**src/rtl/sr_pkg.sv**
```systemverilog
package sr_pkg;

    localparam int SR_W = 8;

    typedef enum logic [2:0] {
        OP_IDLE  = 3'd0,
        OP_SETEN = 3'd1,
        OP_CLREN = 3'd2,
        OP_SRWR  = 3'd3,
        OP_MEMWR = 3'd4
    } op_e;

    typedef struct packed {
        logic       frz;
        logic [1:0] psz;
        logic       wel;
        logic       wip;
    } sr_t;

    typedef struct packed {
        logic mem_go;
        logic mem_deny;
        logic sr_go;
        logic sr_deny;
    } verdict_t;

    typedef struct packed {
        logic       set_wel;
        logic       clr_wel;
        logic       load;
        logic       start;
        logic       frz_new;
        logic [1:0] psz_new;
    } upd_t;

    function automatic logic [SR_W-1:0] pack_status(input sr_t s);
        logic [SR_W-1:0] b;
        b      = '0;
        b[0]   = s.wip;
        b[1]   = s.wel;
        b[3:2] = s.psz;
        b[7]   = s.frz;
        return b;
    endfunction

    function automatic op_e to_op(input logic [2:0] code);
        op_e o;
        case (code)
            3'd1:    o = OP_SETEN;
            3'd2:    o = OP_CLREN;
            3'd3:    o = OP_SRWR;
            3'd4:    o = OP_MEMWR;
            default: o = OP_IDLE;
        endcase
        return o;
    endfunction

    function automatic logic frozen(input sr_t s, input logic pin_n);
        return s.frz & ~pin_n;
    endfunction

endpackage

```
**src/rtl/sr_region_chk.sv**
```systemverilog
module sr_region_chk
    import sr_pkg::*;
#(
    parameter int ADDR_W = 16
) (
    input  logic [1:0]        psz,
    input  logic [ADDR_W-1:0] addr,
    output logic              hit
);
    localparam int MSB = ADDR_W - 1;

    logic top_half;
    logic top_quarter;

    generate
        if (ADDR_W >= 2) begin : g_wide
            assign top_half    = addr[MSB];
            assign top_quarter = addr[MSB] & addr[MSB-1];
        end else begin : g_narrow
            assign top_half    = addr[MSB];
            assign top_quarter = addr[MSB];
        end
    endgenerate

    always_comb begin
        case (psz)
            2'b00:   hit = 1'b0;
            2'b01:   hit = top_quarter;
            2'b10:   hit = top_half;
            default: hit = 1'b1;
        endcase
    end
endmodule

```
**src/rtl/sr_judge.sv**
```systemverilog
module sr_judge
    import sr_pkg::*;
(
    input  op_e       op,
    input  sr_t       cur,
    input  logic      wp_n,
    input  logic      region_hit,
    input  logic [7:0] data,
    output verdict_t  verdict,
    output upd_t      upd
);
    logic live;
    logic sr_ok;
    logic mem_ok;

    assign live   = ~cur.wip;
    assign sr_ok  = cur.wel & ~frozen(cur, wp_n);
    assign mem_ok = cur.wel & ~region_hit;

    always_comb begin
        verdict     = '0;
        upd         = '0;
        upd.frz_new = data[7];
        upd.psz_new = data[3:2];
        if (live) begin
            case (op)
                OP_SETEN: upd.set_wel = 1'b1;
                OP_CLREN: upd.clr_wel = 1'b1;
                OP_SRWR: begin
                    if (sr_ok) begin
                        verdict.sr_go = 1'b1;
                        upd.load      = 1'b1;
                        upd.start     = 1'b1;
                    end else begin
                        verdict.sr_deny = 1'b1;
                    end
                end
                OP_MEMWR: begin
                    if (mem_ok) begin
                        verdict.mem_go = 1'b1;
                        upd.start      = 1'b1;
                    end else begin
                        verdict.mem_deny = 1'b1;
                    end
                end
                default: ;
            endcase
        end
    end
endmodule

```
**src/rtl/sr_bits.sv**
```systemverilog
module sr_bits
    import sr_pkg::*;
(
    input  logic clk,
    input  logic rst,
    input  upd_t upd,
    input  logic cyc_done,
    output sr_t  cur
);
    sr_t nxt;

    always_comb begin
        nxt = cur;
        if (cyc_done) begin
            nxt.wip = 1'b0;
            nxt.wel = 1'b0;
        end else begin
            if (upd.start)   nxt.wip = 1'b1;
            if (upd.set_wel) nxt.wel = 1'b1;
            if (upd.clr_wel) nxt.wel = 1'b0;
            if (upd.load) begin
                nxt.frz = upd.frz_new;
                nxt.psz = upd.psz_new;
            end
        end
    end

    always_ff @(posedge clk) begin
        if (rst) cur <= '0;
        else     cur <= nxt;
    end
endmodule

```
**src/rtl/sr_guard.sv**
```systemverilog
module sr_guard
    import sr_pkg::*;
#(
    parameter int ADDR_W = 16
) (
    input  logic              clk,
    input  logic              rst,
    input  logic [2:0]        cmd_op,
    input  logic [ADDR_W-1:0] cmd_addr,
    input  logic [7:0]        cmd_data,
    input  logic              wp_n,
    input  logic              cyc_busy,
    output logic              mem_wr_go,
    output logic              mem_wr_deny,
    output logic              sr_wr_go,
    output logic              sr_wr_deny,
    output logic [7:0]        status_byte
);
    sr_t      cur;
    upd_t     upd;
    verdict_t vd_c;
    verdict_t vd_q;
    logic     hit;
    logic     busy_q;
    logic     cyc_done;
    logic     data_unused;

    assign data_unused = ^{cmd_data[6:4], cmd_data[1:0]};

    always_ff @(posedge clk) begin
        if (rst) busy_q <= 1'b0;
        else     busy_q <= cyc_busy;
    end

    assign cyc_done = busy_q & ~cyc_busy & cur.wip;

    sr_region_chk #(.ADDR_W(ADDR_W)) u_region (
        .psz  (cur.psz),
        .addr (cmd_addr),
        .hit  (hit)
    );

    sr_judge u_judge (
        .op         (to_op(cmd_op)),
        .cur        (cur),
        .wp_n       (wp_n),
        .region_hit (hit),
        .data       (cmd_data),
        .verdict    (vd_c),
        .upd        (upd)
    );

    sr_bits u_bits (
        .clk      (clk),
        .rst      (rst),
        .upd      (upd),
        .cyc_done (cyc_done),
        .cur      (cur)
    );

    always_ff @(posedge clk) begin
        if (rst) vd_q <= '0;
        else     vd_q <= vd_c;
    end

    assign mem_wr_go   = vd_q.mem_go;
    assign mem_wr_deny = vd_q.mem_deny;
    assign sr_wr_go    = vd_q.sr_go;
    assign sr_wr_deny  = vd_q.sr_deny;
    assign status_byte = pack_status(cur);
endmodule

```
**config.mk**
```make
export PLATFORM = sky130hd
export DESIGN_NAME = sr_guard
export DESIGN_NICKNAME = d
export VERILOG_FILES = /design/src/rtl/sr_pkg.sv /design/src/rtl/sr_region_chk.sv /design/src/rtl/sr_judge.sv /design/src/rtl/sr_bits.sv /design/src/rtl/sr_guard.sv
export SDC_FILE = /design/constraint.sdc
export NUM_CORES = 1
export LEC_CHECK = 0
export ABC_AREA = 1
export BUFFER_PORTS_ARGS = -buffer_cell sky130_fd_sc_hd__buf_4
export CAP_MARGIN = 20
export CORE_ASPECT_RATIO = 1.1
export CORE_MARGIN = 3
export CORE_UTILIZATION = 32
export DETAILED_ROUTE_END_ITERATION = 7
export PLACE_DENSITY = 0.81
export SLEW_MARGIN = 10
export SYNTH_ARGS = -nofsm -noshare
export SYNTH_HDL_FRONTEND = slang
export SYNTH_SLANG_ARGS = --single-unit
```
**constraint.sdc**
```tcl
create_clock -name clk -period 1.1 [get_ports clk]
set_clock_uncertainty 0.2 [all_clocks]
set_input_delay 0.33 -clock clk [delete_from_list [all_inputs] [get_ports clk]]
set_output_delay 0.33 -clock clk [all_outputs]
set_load 0.03 [all_outputs]
```
==> impl_metrics.tcl, run 1 <==
set metrics [dict create \
    fin_crit_ps 1296 \
    failed_checks "setup timing" \
    cap_violations 0 \
    clock_latency_ps 270 \
    yosysWarnings 0 \
    core_mm2 0.001384 \
    numClockSinks 10 \
    required_ps 570 \
    worst_hold_startpoint "rst" \
    final_layout_size_suffix_gt1_share_pct 61.17 \
    clkTransAtPathRegs_ps 70 \
    grt_antenna_before_repair 0 \
    seq_area_frac_synth_pct 41.56 \
    cts_buffers 3 \
    cp_top_family "flip-flops" \
    crit_chain "buf_6" \
    top_layer "met4" \
    synth_fa_ha_area_share_pct 0 \
    worst_setup_path_start_kind "flop" \
    vias 561 \
    cts_tree "done" \
    critPathLaunch "u_bits.cur[0]" \
    start_util_pct 34.81 \
    synth_xor_area_share_pct 0 \
    synthMuxAreaShare_pct 0 \
    hold_path.class "in -> reg" \
    power_density_mw_per_mm2 955.9 \
    dp.cells 106 \
    grt_max_degree 8 \
    route.met2.wl_um 792 \
    setup_viol 15 \
    drc 0 \
    regToRegStartpoint "u_bits.cur[4]" \
    min_period_over_period_pct 117.9 \
    crit_buf_inv 1 \
    hold_buffers 0 \
    num_antenna_cells 0 \
    synth_top_area_cell "dfxtp_1" \
    htreeDepth 1 \
    nFillCells 93 \
    synth-compound-area-share_pct 10.91 \
    area_growth_pct 90.39 \
    crit_fanout 2 \
    clockBufferDepth 2 \
    gp_congestion 0.7475 \
    first_pass_iters 4 \
    crit_path_end_kind "output port" \
    max_freq_mhz 771.4 \
    die_y_um 46.69 \
    arrival_ps 770 \
    wl_per_cell_um 12.98 \
    synth_top_area_share_pct 41.56 \
    status "finished, violations left" \
    synthSimpleGateAreaFrac_pct 31.95 \
    power_leakage_nw 0.4179 \
    die_area_mm2 0.002007 \
    port_buffers 20 \
    vias_per_cell 4.714 \
    drtAntennaViolNets 0 \
    grt_pass1_vias 470 \
    num-nets-final 135 \
    synth_cell_types 19 \
    layout.area.seq_um2 219.0 \
    critPathSlowestCell "dfxtp_4" \
    groute.usage.overall_pct 13.47 \
    synth_area_um2 481.7 \
    synth.area.top_cells "dfxtp_1, nand2_1, nor2_1" \
    multi_input_area_um2 292.8 \
    hold_viol 0 \
    final_common_cell "buf_4" \
    drt_iter0_drc 5 \
    synth_top_family_by_area "simple AND/OR/NAND/NOR gates" \
    ir_drop_uv 420.8 \
    wl_met1_um 572 \
    synthCells 69 \
    setup_slack_ps -196.4 \
    routed-wl-met3_um 81 \
    ios 43 \
    syn_avg_cell_area_um2 6.981 \
    path_class "reg -> out" \
    grt_overflow 0 \
    routed_wl_um 1545 \
    layout_common_cells "buf_4, buf_6, nand2_1, nor2_1, inv_1" \
    dp_hpwl_um 860 \
    maxSlewViolCount 0 \
    instances_no_fill 119 \
    die_w_um 43.00 \
    synth_seq_cells 10 \
    post-place-ws_ps -122.9 \
    rsz0062_at_grt "yes" \
    cts_root_buf "clkbuf_4" \
    grt_pass1_wl_um 1925 \
    max_stage_delay_ps 370 \
    core.rowCount 14 \
]
==> registers in the layout, summed over array words and instances, names as in the netlist <==
register     cells
mem_wr_go        1
sr_wr_go         1
mem_wr_deny      1
u_bits.cur       5
sr_wr_deny       1
busy_q           1
==> report_power, final <==
part | switching (mW) | internal [mW] | leakage, nW
sequential | 0.00631 | 0.365 | 0.0864
clock | 0.136 | 0.201 | 0.0210
combinational | 0.0943 | 0.0743 | 0.310
total | 0.236 | 0.640 | 0.418
==> kinds of logic (layout without fill, tap and decap cells) <==
group,after synthesis,in the layout
DFF,10,10
buffers and inverters,16,48
other,1,3
and+or+nand+nor,33,33
AOI/OAI and AO/OA,9,9
==> cell type report <==
| class | count | share of cell area, % |
|---|---|---|
| Clock buffer | 4 | 3.956 |
| Inverter | 13 | 6.139 |
| Multi-Input combinational cell | 45 | 31.92 |
| Sequential cell | 10 | 23.87 |
| Tap cell | 16 | 2.183 |
| Timing Repair Buffer | 31 | 31.92 |
==> what timing repair did <==
action,4_1_cts,5_1_grt
hold endpoints to repair,0,0
pin swaps,1,13
setup endpoints to repair,12,17
gates resized for setup,19,23
buffers inserted,5,4
==> cell usage after synthesis (all sizes together) <==
cell    count
inv        11
dfxtp      10
nor3        3
o21ai       1
conb        1
a21oi       6
nand3       3
nand2      13
a21boi      1
nand4       3
nor2       11
buf         3
clkinv      2
a31oi       1
==> through the flow <==
| step | TNS (ps) | total power, mW | hold WS, ps | instance area, um^2 | util, % |
|---|---|---|---|---|---|
| final | -2010 | 0.8766 | 91.87 | 917.1 | 66.27 |
| after global routing | -2510 | 0.9032 | 95.35 | 917.1 | 66.27 |
| after CTS | -1852 | 0.8419 | 64.44 | 795.8 | 57.50 |
| after detailed placement | -748.0 | 0.5002 | 285.0 | 663.1 | 47.92 |
| after global placement | -560.5 | 0.4972 | 275.8 | 663.1 | 47.92 |
| after floorplan | 0 | 0.4513 | 202.4 | 500.5 | - |
==> layer usage <==
layer	up-vias	GRT usage (%)
met5	-	0
met4	0	9.036
met1	248	14.75
met2	23	23.65
met3	11	2.734
li1	279	-
==> final timing paths <==
path | to | slack, ps | depth (start not counted)
setup reg to reg | u_bits.cur[0] | -160 | 6
setup / recovery | status_byte[0] | -200 | 1
hold / removal | busy_q | 90 | 2
hold reg to reg | u_bits.cur[2] | 380 | 3
Note: power is estimated with default switching activity, not from simulation.
==> run 2, diff against run 1 <==
- RECOVER_POWER: default -> 50
==> run 2 against run 1 <==
The flow still finishes with violations (setup timing). Clock power is essentially flat. Combinational power is essentially flat. Highest routed layer unchanged. Register-to-register slack is essentially flat. Via count grew 0.18%. Sequential cell count is the same. Fmax grew 0.20%. Design area is the same. Sequential share of layout area is the same. Critical path depth is the same. Hold slack lost 1.9 ps. Critical endpoint unchanged. Setup slack gained 2.6 ps. Sequential power is essentially flat.
==> impl_metrics.tcl, run 2 (same netlist as run 1, synthesis figures left out) <==
set metrics [dict create \
    core.rowCount 14 \
    drt_iter0_drc 5 \
    cts_root_buf "clkbuf_4" \
    combPwrFrac_pct 19.2 \
    cts_buffers 3 \
    min_period_over_period_pct 117.6 \
    final_common_cell "buf_4" \
    seqPwrFrac_pct 42.3 \
    r2r_end "u_bits.cur[0]" \
    crit_buf_inv 1 \
    crit_path_end_kind "output port" \
    top_register "u_bits.cur" \
    power_leakage_nw 0.4177 \
    reg2reg_slack_ps -160 \
    internal_power_mw 0.6401 \
    nFillCells 93 \
    critPathSlowestCell "dfxtp_4" \
    clockBufferDepth 2 \
    cts_tree "done" \
    hold_path.class "in -> reg" \
    p_total_mw 0.8763 \
    htreeDepth 1 \
    crit_fanout 2 \
    ios 43 \
    clock_latency_ps 270 \
    setup_slack_ps -193.8 \
    num_antenna_cells 0 \
    required_ps 570 \
    status "finished, violations left" \
    hold_buffers 0 \
    layout.area.seq_um2 219.0 \
    first_pass_iters 4 \
    crit_chain "buf_6" \
    area_growth_pct 90.39 \
    wl_per_cell_um 12.97 \
    max_stage_delay_ps 360 \
    path_class "reg -> out" \
    die_y_um 46.69 \
    start_util_pct 34.81 \
    worstRegToRegCells 6 \
    power_switching_mw 0.2362 \
    ir_drop_uv 420.0 \
    final_layout_size_suffix_gt1_share_pct 61.17 \
    clkTransAtPathRegs_ps 70 \
    hold_ws_ps 89.99 \
    vias 562 \
    cap_violations 0 \
    die_w_um 43.00 \
    hold_path_depth 2 \
    fin_crit_ps 1294 \
    holdPathEnd "busy_q" \
    layout_common_cells "buf_4, buf_6, nand2_1, nor2_1, inv_1" \
    num-nets-final 135 \
    maxSlewViolCount 0 \
    cp_top_family "flip-flops" \
    die_area_mm2 0.002007 \
    regToRegStartpoint "u_bits.cur[4]" \
    clkPwrFrac_pct 38.5 \
    max_freq_mhz 772.9 \
    setup_viol 14 \
    grt_max_degree 8 \
    arrival_ps 760 \
    switching_share_pct 26.96 \
    port_buffers 20 \
    worst_hold_startpoint "rst" \
    hold_viol 0 \
    vias_per_cell 4.723 \
    dp_hpwl_um 860 \
    grt_overflow 0 \
    drtAntennaViolNets 0 \
    largest_reg_flops 5 \
    groute.usage.overall_pct 13.47 \
    grt_pass1_wl_um 1925 \
    rsz0062_at_grt "yes" \
    numClockSinks 10 \
    multi_input_area_um2 292.8 \
    routed_wl_um 1544 \
    failed_checks "setup timing" \
    finalSetupTns_ps -2006 \
    gp_congestion 0.7475 \
    grt_pass1_vias 470 \
    core_mm2 0.001384 \
    worst_setup_path_start_kind "flop" \
    grt_antenna_before_repair 0 \
    drc 0 \
    power_density_mw_per_mm2 955.5 \
]
[run 2: cell count changes in the layout (fill, tap and decap cells not counted), sizes merged]
cell / before / now
buf: 31 / 30
clkbuf: 4 / 5
[run 2: how the worst max path moves through the flow]
stage,start,cells after the start,end
floorplan,u_bits.cur[1],5,u_bits.cur[3]
global route,u_bits.cur[4],6,u_bits.cur[0]
finish,u_bits.cur[0],1,status_byte[0]
CTS,u_bits.cur[1],1,status_byte[1]
global placement,cmd_op[2],6,u_bits.cur[0]
detailed placement,cmd_op[2],6,u_bits.cur[4]
[run 2: repair_timing]
item | 4_1_cts | 5_1_grt
setup endpoints to repair | 12 | 17
pin swaps | 1 | 13
gates resized for setup | 19 | 23
setup buffers | 5 | 4
[run 2: metrics by stage]
step                setup WS [ps]  util [%]  cells  cell area [um^2]
floorplan                   7.587         -     71             500.5
global placement           -100.1     47.92    106             663.1
detailed placement         -122.9     47.92    106             663.1
CTS                        -177.8     57.50    115             795.8
global route               -210.9     66.27    119             917.1
finish                     -193.8     66.27    119             917.1
[run 2: worst reg2reg max path, delay by kind of cell (launching register included)]
kind | cells | cell delay [ps]
DFF | 1 | 350
buffers and inverters | 1 | 150
AOI/OAI and AO/OA | 1 | 150
and+or+nand+nor | 4 | 350
[run 2: power groups by stage]
stage / Combinational (mW) / Clock, mW / Sequential (mW)
2_1_floorplan: 0.0599 / 0 / 0.391
3_3_place_gp: 0.116 / 0 / 0.381
3_5_place_dp: 0.119 / 0 / 0.381
4_1_cts: 0.137 / 0.337 / 0.368
5_1_grt: 0.180 / 0.352 / 0.371
6_report: 0.168 / 0.337 / 0.371
[run 2: layout make-up]
class	count	share of cell area, %
Multi-Input combinational cell	45	31.92
Tap cell	16	2.183
Clock buffer	4	3.956
Sequential cell	10	23.87
Timing Repair Buffer	31	31.92
Inverter	13	6.139
[run 2: per-layer routing]
metal | track usage (%) | up-vias | part of all wire (%)
met5 | 0 | - | 0
met4 | 9.036 | 0 | 6.3
met3 | 2.734 | 11 | 5.2
met2 | 23.65 | 23 | 51
met1 | 14.75 | 249 | 37
li1 | - | 279 | -
